## src/rtl/sdclk_pkg.sv

```systemverilog
package sdclk_pkg;

  // Bit positions of the control word fields
  localparam int unsigned HS_STOP_POS   = 9;
  localparam int unsigned CARD_STOP_POS = 8;
  localparam int unsigned SRC_LSB       = 2;
  localparam int unsigned SRC_W         = 3;
  localparam int unsigned POST_LSB      = 0;
  localparam int unsigned POST_W        = 2;

  typedef struct packed {
    logic              stopHs;
    logic              stopCard;
    logic [SRC_W-1:0]  srcCode;
    logic [POST_W-1:0] postSel;
  } divCfg_t;

  // Strobes from control to datapath
  typedef struct packed {
    logic applyCfg;
  } ctrlStrobe_t;

  localparam divCfg_t CFG_RESET = '{stopHs: 1'b1, stopCard: 1'b1,
                                    srcCode: '0, postSel: POST_W'(1)};

endpackage

```

## src/rtl/sdclk_ctrl.sv

```systemverilog
module sdclk_ctrl
  import sdclk_pkg::*;
#(
  parameter int unsigned REG_W = 16
) (
  input  logic             clk,
  input  logic             rstN,
  input  logic             wrEn,
  input  logic [REG_W-1:0] wrData,
  input  logic             periodEnd,
  output logic [REG_W-1:0] rdData,
  output divCfg_t          pendCfg,
  output ctrlStrobe_t      strobe
);

  localparam logic [REG_W-1:0] RD_MASK =
      (REG_W'(1) << HS_STOP_POS) | (REG_W'(1) << CARD_STOP_POS) |
      (((REG_W'(1) << SRC_W) - REG_W'(1)) << SRC_LSB) |
      (((REG_W'(1) << POST_W) - REG_W'(1)) << POST_LSB);

  divCfg_t shadowCfg;
  logic    dirty;

  always_ff @(posedge clk) begin
    if (!rstN) begin
      shadowCfg <= CFG_RESET;
      dirty     <= 1'b0;
    end else begin
      if (wrEn) begin
        shadowCfg.stopHs   <= wrData[HS_STOP_POS];
        shadowCfg.stopCard <= wrData[CARD_STOP_POS];
        shadowCfg.srcCode  <= wrData[SRC_LSB +: SRC_W];
        shadowCfg.postSel  <= wrData[POST_LSB +: POST_W];
        dirty              <= 1'b1;
      end else if (strobe.applyCfg) begin
        dirty <= 1'b0;
      end
    end
  end

  always_comb begin
    strobe.applyCfg = periodEnd & dirty;
    pendCfg         = shadowCfg;
  end

  always_comb begin
    rdData                          = '0;
    rdData[HS_STOP_POS]             = shadowCfg.stopHs;
    rdData[CARD_STOP_POS]           = shadowCfg.stopCard;
    rdData[SRC_LSB +: SRC_W]        = shadowCfg.srcCode;
    rdData[POST_LSB +: POST_W]      = shadowCfg.postSel;
  end


  readback_chk: assert property (@(posedge clk) disable iff (!rstN)
    wrEn |=> rdData == ($past(wrData) & RD_MASK));


  apply_needs_end_chk: assert property (@(posedge clk) disable iff (!rstN)
    strobe.applyCfg |-> periodEnd);

endmodule

```

## src/rtl/sdclk_datapath.sv

```systemverilog
module sdclk_datapath
  import sdclk_pkg::*;
#(
  parameter int unsigned SRC_CODE_MAX = 4
) (
  input  logic        clk,
  input  logic        rstN,
  input  divCfg_t     pendCfg,
  input  ctrlStrobe_t strobe,
  output logic        periodEnd,
  output logic        hsClkEn,
  output logic        cardClkEn,
  output logic        clkRunning
);

  localparam int unsigned MAX_LOG = SRC_CODE_MAX + 2;
  localparam int unsigned CNT_W   = MAX_LOG;
  localparam int unsigned LOG_W   = $clog2(MAX_LOG + 1);

  divCfg_t          activeCfg;
  logic [CNT_W-1:0] cnt;
  logic [LOG_W-1:0] hsLog;
  logic [LOG_W-1:0] cardLog;
  logic [CNT_W-1:0] hsMask;
  logic [CNT_W-1:0] lastCnt;

  // Reserved first-stage codes saturate at the largest legal code
  always_comb begin
    if (activeCfg.srcCode > SRC_W'(SRC_CODE_MAX))
      hsLog = LOG_W'(SRC_CODE_MAX);
    else
      hsLog = LOG_W'(activeCfg.srcCode);
    cardLog = hsLog + (activeCfg.postSel[0] ? LOG_W'(2) : LOG_W'(1));
    hsMask  = ~({CNT_W{1'b1}} << hsLog);
    lastCnt = ~({CNT_W{1'b1}} << cardLog);
  end

  assign periodEnd = (cnt == lastCnt);

  always_ff @(posedge clk) begin
    if (!rstN) begin
      cnt       <= '0;
      activeCfg <= CFG_RESET;
    end else if (periodEnd) begin
      cnt <= '0;
      if (strobe.applyCfg) activeCfg <= pendCfg;
    end else begin
      cnt <= cnt + CNT_W'(1);
    end
  end

  always_comb begin
    hsClkEn    = !activeCfg.stopHs && ((cnt & hsMask) == hsMask);
    cardClkEn  = !activeCfg.stopCard && periodEnd;
    clkRunning = !activeCfg.stopHs && !activeCfg.stopCard;
  end


  cfg_stable_chk: assert property (@(posedge clk) disable iff (!rstN)
    !periodEnd |=> $stable(activeCfg));


  card_align_chk: assert property (@(posedge clk) disable iff (!rstN)
    (cardClkEn && !activeCfg.stopHs) |-> hsClkEn);


  cnt_range_chk: assert property (@(posedge clk) disable iff (!rstN)
    cnt <= lastCnt);


  run_edge_chk: assert property (@(posedge clk) disable iff (!rstN)
    $rose(clkRunning) |-> $past(periodEnd));

endmodule

```

## src/rtl/sdclk_gen.sv

```systemverilog
module sdclk_gen
  import sdclk_pkg::*;
#(
  parameter int unsigned REG_W        = 16,
  parameter int unsigned SRC_CODE_MAX = 4
) (
  input  logic             clk,
  input  logic             rstN,
  input  logic             wrEn,
  input  logic [REG_W-1:0] wrData,
  output logic [REG_W-1:0] rdData,
  output logic             hsClkEn,
  output logic             cardClkEn,
  output logic             clkRunning
);

  divCfg_t     pendCfg;
  ctrlStrobe_t strobe;
  logic        periodEnd;

  sdclk_ctrl #(.REG_W(REG_W)) ctrl_i (
    .clk       (clk),
    .rstN      (rstN),
    .wrEn      (wrEn),
    .wrData    (wrData),
    .periodEnd (periodEnd),
    .rdData    (rdData),
    .pendCfg   (pendCfg),
    .strobe    (strobe)
  );

  sdclk_datapath #(.SRC_CODE_MAX(SRC_CODE_MAX)) dp_i (
    .clk        (clk),
    .rstN       (rstN),
    .pendCfg    (pendCfg),
    .strobe     (strobe),
    .periodEnd  (periodEnd),
    .hsClkEn    (hsClkEn),
    .cardClkEn  (cardClkEn),
    .clkRunning (clkRunning)
  );

endmodule

```

## config.mk

```make
export PLATFORM = sky130hd
export DESIGN_NAME = sdclk_gen
export DESIGN_NICKNAME = d
export VERILOG_FILES = /design/src/rtl/sdclk_pkg.sv /design/src/rtl/sdclk_ctrl.sv /design/src/rtl/sdclk_datapath.sv /design/src/rtl/sdclk_gen.sv
export SDC_FILE = /design/constraint.sdc
export NUM_CORES = 1
export LEC_CHECK = 0
export CAP_MARGIN = 10
export CELL_PAD_IN_SITES_DETAIL_PLACEMENT = 0
export CELL_PAD_IN_SITES_GLOBAL_PLACEMENT = 2
export CORE_MARGIN = 2
export CORE_UTILIZATION = 25
export DETAILED_ROUTE_END_ITERATION = 10
export MAX_ROUTING_LAYER = met4
export PLACE_DENSITY = 0.82
export SLEW_MARGIN = 20
export SYNTH_ARGS = -nofsm -noshare
export SYNTH_HDL_FRONTEND = slang
export SYNTH_SLANG_ARGS = --single-unit
```

## constraint.sdc

```tcl
create_clock -name clk -period 3.5 [get_ports clk]
set_clock_uncertainty 0.15 [all_clocks]
set_input_delay 0.7 -clock clk [delete_from_list [all_inputs] [get_ports clk]]
set_output_delay 0.7 -clock clk [all_outputs]
set_load 0.02 [all_outputs]
```

==> impl_results.html <==
<table>
<tr><th>Metric</th><th>Value</th></tr>
<tr><th colspan="2">Routing</th></tr>
<tr><td>Pre-Repair DR Iteration Count</td><td>2</td></tr>
<tr><td>Average wire per standard cell</td><td>between 10 and 15 um</td></tr>
<tr><td>Starting DRC count in detailed routing</td><td>14</td></tr>
<tr><td>Post-route ant nets</td><td>0</td></tr>
<tr><td>Vias</td><td>831</td></tr>
<tr><td>DRC viols</td><td>0</td></tr>
<tr><td>Wire length after detailed routing</td><td>1.96 mm</td></tr>
<tr><td>Via density per instance</td><td>~4.3</td></tr>
<tr><th colspan="2">Logic synthesis</th></tr>
<tr><td>Ys async rst share</td><td>0</td></tr>
<tr><td>Yosys synthesis warning count</td><td>0</td></tr>
<tr><td>Area of the mapped netlist</td><td>1090 um^2</td></tr>
<tr><td>Number of flip-flops and latches in the synthesized netlist</td><td>20</td></tr>
<tr><td>Most common cell in the synthesized netlist</td><td>sky130_fd_sc_hd__dfxtp_1</td></tr>
<tr><td>Mean area per synthesized cell</td><td>a little over 9 um^2</td></tr>
<tr><td>Number of enable-type register cells in the synthesized netlist</td><td>0</td></tr>
<tr><td>Seq/Total Area, Yosys</td><td>0.367</td></tr>
<tr><td>Post-Synthesis Cells</td><td>119</td></tr>
<tr><td>Ranking of synthesized cells by instance count</td><td>sky130_fd_sc_hd__dfxtp_1 (20), sky130_fd_sc_hd__mux2i_1 (14), sky130_fd_sc_hd__nand2_1 (11), sky130_fd_sc_hd__nor2b_1 (11)</td></tr>
<tr><td>Cell taking the most area after synthesis</td><td>sky130_fd_sc_hd__dfxtp_1</td></tr>
<tr><td>Synth area leaders</td><td>sky130_fd_sc_hd__dfxtp_1 (37%), sky130_fd_sc_hd__mux2i_1 (13%), sky130_fd_sc_hd__nor2b_1 (6.3%)</td></tr>
<tr><td>Count of different cell masters after synthesis</td><td>32</td></tr>
<tr><td>Top_reg_cell synth</td><td>sky130_fd_sc_hd__dfxtp_1</td></tr>
<tr><td>Synth top area share</td><td>0.367</td></tr>
<tr><th colspan="2">STA</th></tr>
<tr><td>Worst hold slack</td><td>~330 ps</td></tr>
<tr><td>Measured slew at the worst slew-check pin</td><td>642 ps</td></tr>
<tr><td>Pins over their slew limit</td><td>0</td></tr>
<tr><td>Relative slew margins</td><td>0.571</td></tr>
<tr><td>FMAX</td><td>295 MHz</td></tr>
<tr><td>Clock period minus worst slack</td><td>3390 ps</td></tr>
<tr><td>Unrepaired setup endpoints after global routing</td><td>yes</td></tr>
<tr><td>Tcrit/Tclk final</td><td>0.968</td></tr>
<tr><td>Final setup vio count</td><td>0</td></tr>
<tr><td>Count of final hold-check violations</td><td>0</td></tr>
<tr><th colspan="2">Clock tree</th></tr>
<tr><td>Clock transition at the register clock pins on the worst setup and hold paths after CTS</td><td>60 ps</td></tr>
<tr><td>Post-CTS setup buffer count</td><td>0</td></tr>
<tr><td>Clock tree buffer depth</td><td>2</td></tr>
<tr><td>CTS Hold Buffers Added</td><td>0</td></tr>
<tr><td>Clock Latency Late Sink</td><td>250 ps</td></tr>
<tr><td>Root buffer cell</td><td>sky130_fd_sc_hd__clkbuf_8</td></tr>
<tr><td>Clock buffers created by TritonCTS</td><td>3</td></tr>
<tr><td>TritonCTS clock tree</td><td>yes</td></tr>
<tr><td>Clock Sink Count</td><td>20</td></tr>
<tr><td>Number of levels the H-tree was split into</td><td>1</td></tr>
<tr><th colspan="2">Place</th></tr>
<tr><td>Routability congestion estimate</td><td>0.733</td></tr>
<tr><td>IO Port Bufs</td><td>19</td></tr>
<tr><td>Detailed Place HPWL</td><td>1.49 mm</td></tr>
<tr><td>Placed Cells incl. Taps</td><td>189</td></tr>
<tr><td>Placed cell areas</td><td>1330 um^2</td></tr>
<tr><th colspan="2">Global routing</th></tr>
<tr><td>First-pass GRT wire length</td><td>3.29 mm</td></tr>
<tr><td>Largest net degree at the start of global routing</td><td>23</td></tr>
<tr><td>Antenna violations before repair</td><td>0</td></tr>
<tr><td>Global-route congestion overflow total</td><td>0</td></tr>
<tr><td>Tot GR Track Use</td><td>0.0870</td></tr>
<tr><td>Via count of the first global-routing pass</td><td>785</td></tr>
<tr><th colspan="2">Power and ir drop</th></tr>
<tr><td>Part of the power in registers</td><td>0.419</td></tr>
<tr><td>Combinational fraction of design power</td><td>0.370</td></tr>
<tr><td>Final Power</td><td>~0.7 mW</td></tr>
<tr><td>Lkg Pwr</td><td>0.561 nW</td></tr>
<tr><td>Clock network power share</td><td>0.211</td></tr>
<tr><td>Sw frac</td><td>0.336</td></tr>
<tr><td>Power per cell area</td><td>480 nW/um^2</td></tr>
<tr><td>Max IR drop VDD</td><td>0.000155 V</td></tr>
<tr><td>Internal Pwr Total</td><td>0.456 mW</td></tr>
<tr><td>Net switching power</td><td>0.231 mW</td></tr>
<tr><th colspan="2">Critical path</th></tr>
<tr><td>Chain of cells forming the critical path</td><td>and2b_1, ha_1, inv_1, fa_2, xnor2_4, mux2i_2, o31ai_4, or2_1, nor2_1, buf_4</td></tr>
<tr><td>Critical path fanouts, max</td><td>7</td></tr>
<tr><td>Crit-path slowest cell</td><td>sky130_fd_sc_hd__fa_2</td></tr>
<tr><td>Setup CP Type</td><td>reg -&gt; out</td></tr>
<tr><td>Type of element capturing the critical path</td><td>primary output</td></tr>
<tr><td>Buf/Inv on CP</td><td>2</td></tr>
<tr><td>Category of the worst setup path launch point</td><td>flip-flop</td></tr>
<tr><td>Arr. time, crit path</td><td>2540 ps</td></tr>
<tr><td>Maximum single-stage delay on the critical path</td><td>380 ps</td></tr>
<tr><td>Top delay family on crit path</td><td>simple AND/OR/NAND/NOR gates</td></tr>
<tr><td>Data required, critical path</td><td>2650 ps</td></tr>
<tr><th colspan="2">Die</th></tr>
<tr><td>Floorplan row count</td><td>24</td></tr>
<tr><td>Width of the die</td><td>70.1 um</td></tr>
<tr><td>Die Outline Area</td><td>4910 um^2</td></tr>
<tr><td># IOs</td><td>38</td></tr>
<tr><td>Chip Height</td><td>70.1 um</td></tr>
<tr><td>Placeable Area</td><td>4290 um^2</td></tr>
<tr><td>Starting density of the core</td><td>0.254</td></tr>
<tr><th colspan="2">Cells and area</th></tr>
<tr><td>Multi-input combinational cell area</td><td>674 um^2</td></tr>
<tr><td>Non-Filler Instances</td><td>192</td></tr>
<tr><td>Utilization of the core after routing</td><td>0.333</td></tr>
<tr><td>Final cell area excluding filler cells</td><td>between 1000 and 1500 um^2</td></tr>
<tr><td>Number of diodes</td><td>0</td></tr>
<tr><td>Filler cells</td><td>450</td></tr>
<tr><td>Fraction of final layout cells with drive strength greater than 1</td><td>0.150</td></tr>
<tr><td>Post-synthesis to final-layout area growth</td><td>30.9%</td></tr>
<tr><td>Final #Nets</td><td>164</td></tr>
<tr><td>Sequential Area</td><td>402 um^2</td></tr>
<tr><th colspan="2">Hold path</th></tr>
<tr><td>Hold Crit Class</td><td>reg -&gt; reg</td></tr>
<tr><th colspan="2">Flow run</th></tr>
<tr><td>Max-cap violations</td><td>0</td></tr>
<tr><th colspan="2">Outcome</th></tr>
<tr><td>Outcome</td><td>finished clean</td></tr>
</table>
## metal layers
metal | up-vias | wire (um) | track usage
met4 | 0 | 39 | 0.0449
met5 | - | 0 | -
met1 | 380 | 898 | 0.0996
li1 | 420 | - | -
met3 | 4 | 88 | 0.0216
met2 | 27 | 933 | 0.141
## final timing paths
path,endpoint,slack [ps],depth (start not counted),from
setup / recovery,cardClkEn,110,10,dp_i.activeCfg[4]
hold / removal,dp_i.activeCfg[4],330,2,ctrl_i.pendCfg[4]
hold reg to reg,dp_i.activeCfg[4],330,2,ctrl_i.pendCfg[4]
setup reg to reg,dp_i.activeCfg[4],810,10,dp_i.activeCfg[4]
## state kept, by name, summed over array words and instances (netlist names)
register and cells:
dp_i.activeCfg 6, ctrl_i.pendCfg 7, ctrl_i.dirty 1, dp_i.cnt 6
## cells in the final DEF, fill, tap and decap left out, types with 2 or more instances in the layout
cell                              instances
sky130_fd_sc_hd__inv_1                    6
sky130_fd_sc_hd__o31ai_4                  2
sky130_fd_sc_hd__nand3_1                  2
sky130_fd_sc_hd__buf_4                    6
sky130_fd_sc_hd__nand2_1                 11
sky130_fd_sc_hd__dfxtp_1                 19
sky130_fd_sc_hd__xnor2_1                  4
sky130_fd_sc_hd__nor2b_1                 10
sky130_fd_sc_hd__clkbuf_8                 3
sky130_fd_sc_hd__o21ai_0                  2
sky130_fd_sc_hd__clkdlybuf4s50_1         18
sky130_fd_sc_hd__mux2i_1                 13
sky130_fd_sc_hd__xor2_1                   2
sky130_fd_sc_hd__and3_1                   2
sky130_fd_sc_hd__conb_1                   9
sky130_fd_sc_hd__ha_1                     2
sky130_fd_sc_hd__nor2_1                   9
## power groups by stage
stage / sequential [mW] / combinational [mW] / clock (mW)
after floorplan: 0.277 / 0.169 / 0
after global placement: 0.291 / 0.222 / 0
after detailed placement: 0.291 / 0.227 / 0
after CTS: 0.286 / 0.231 / 0.153
after global routing: 0.292 / 0.281 / 0.162
final: 0.288 / 0.254 / 0.145
## worst reg2reg max path: cells and delay by family, from the launching register on
family	cells	cell delay, ps
xor+xnor	1	320
buf+inv	2	210
flops	1	310
simple gates	2	480
fa+ha+maj	2	520
mux	2	520
compound gates	1	100
## timing repair
item | in CTS | in global routing
endpoints found under the setup margin | 1 | 1
gates resized for setup | 4 | 12
pin swaps | 0 | 1
## logic make-up after synthesis
family,Yosys count,share of synthesized area
adders and majority gates,3,0.0412
and+or+nand+nor,44,0.220
DFF,20,0.367
muxes,14,0.128
AOI/OAI and AO/OA,10,0.0779
xor gates and xnor gates,7,0.0630
buffers and inverters,20,0.0997
other,1,0.00343
## per-stage QoR
stage                     setup TNS [ps]  setup WS [ps]
after floorplan                        0            407
after global placement             -37.6          -37.6
after detailed placement           -70.8          -70.8
after CTS                              0           34.0
after global routing               -55.6          -55.6
final                                  0            112
## final cells by class
type                            count  share of cell area
Timing Repair Buffer               24               0.157
Multi-Input combinational cell     87               0.472
Tap cell                           52              0.0455
Inverter                            6              0.0157
Clock buffer                        3              0.0289
Sequential cell                    20               0.281
Power figures use the tool's default switching activity.
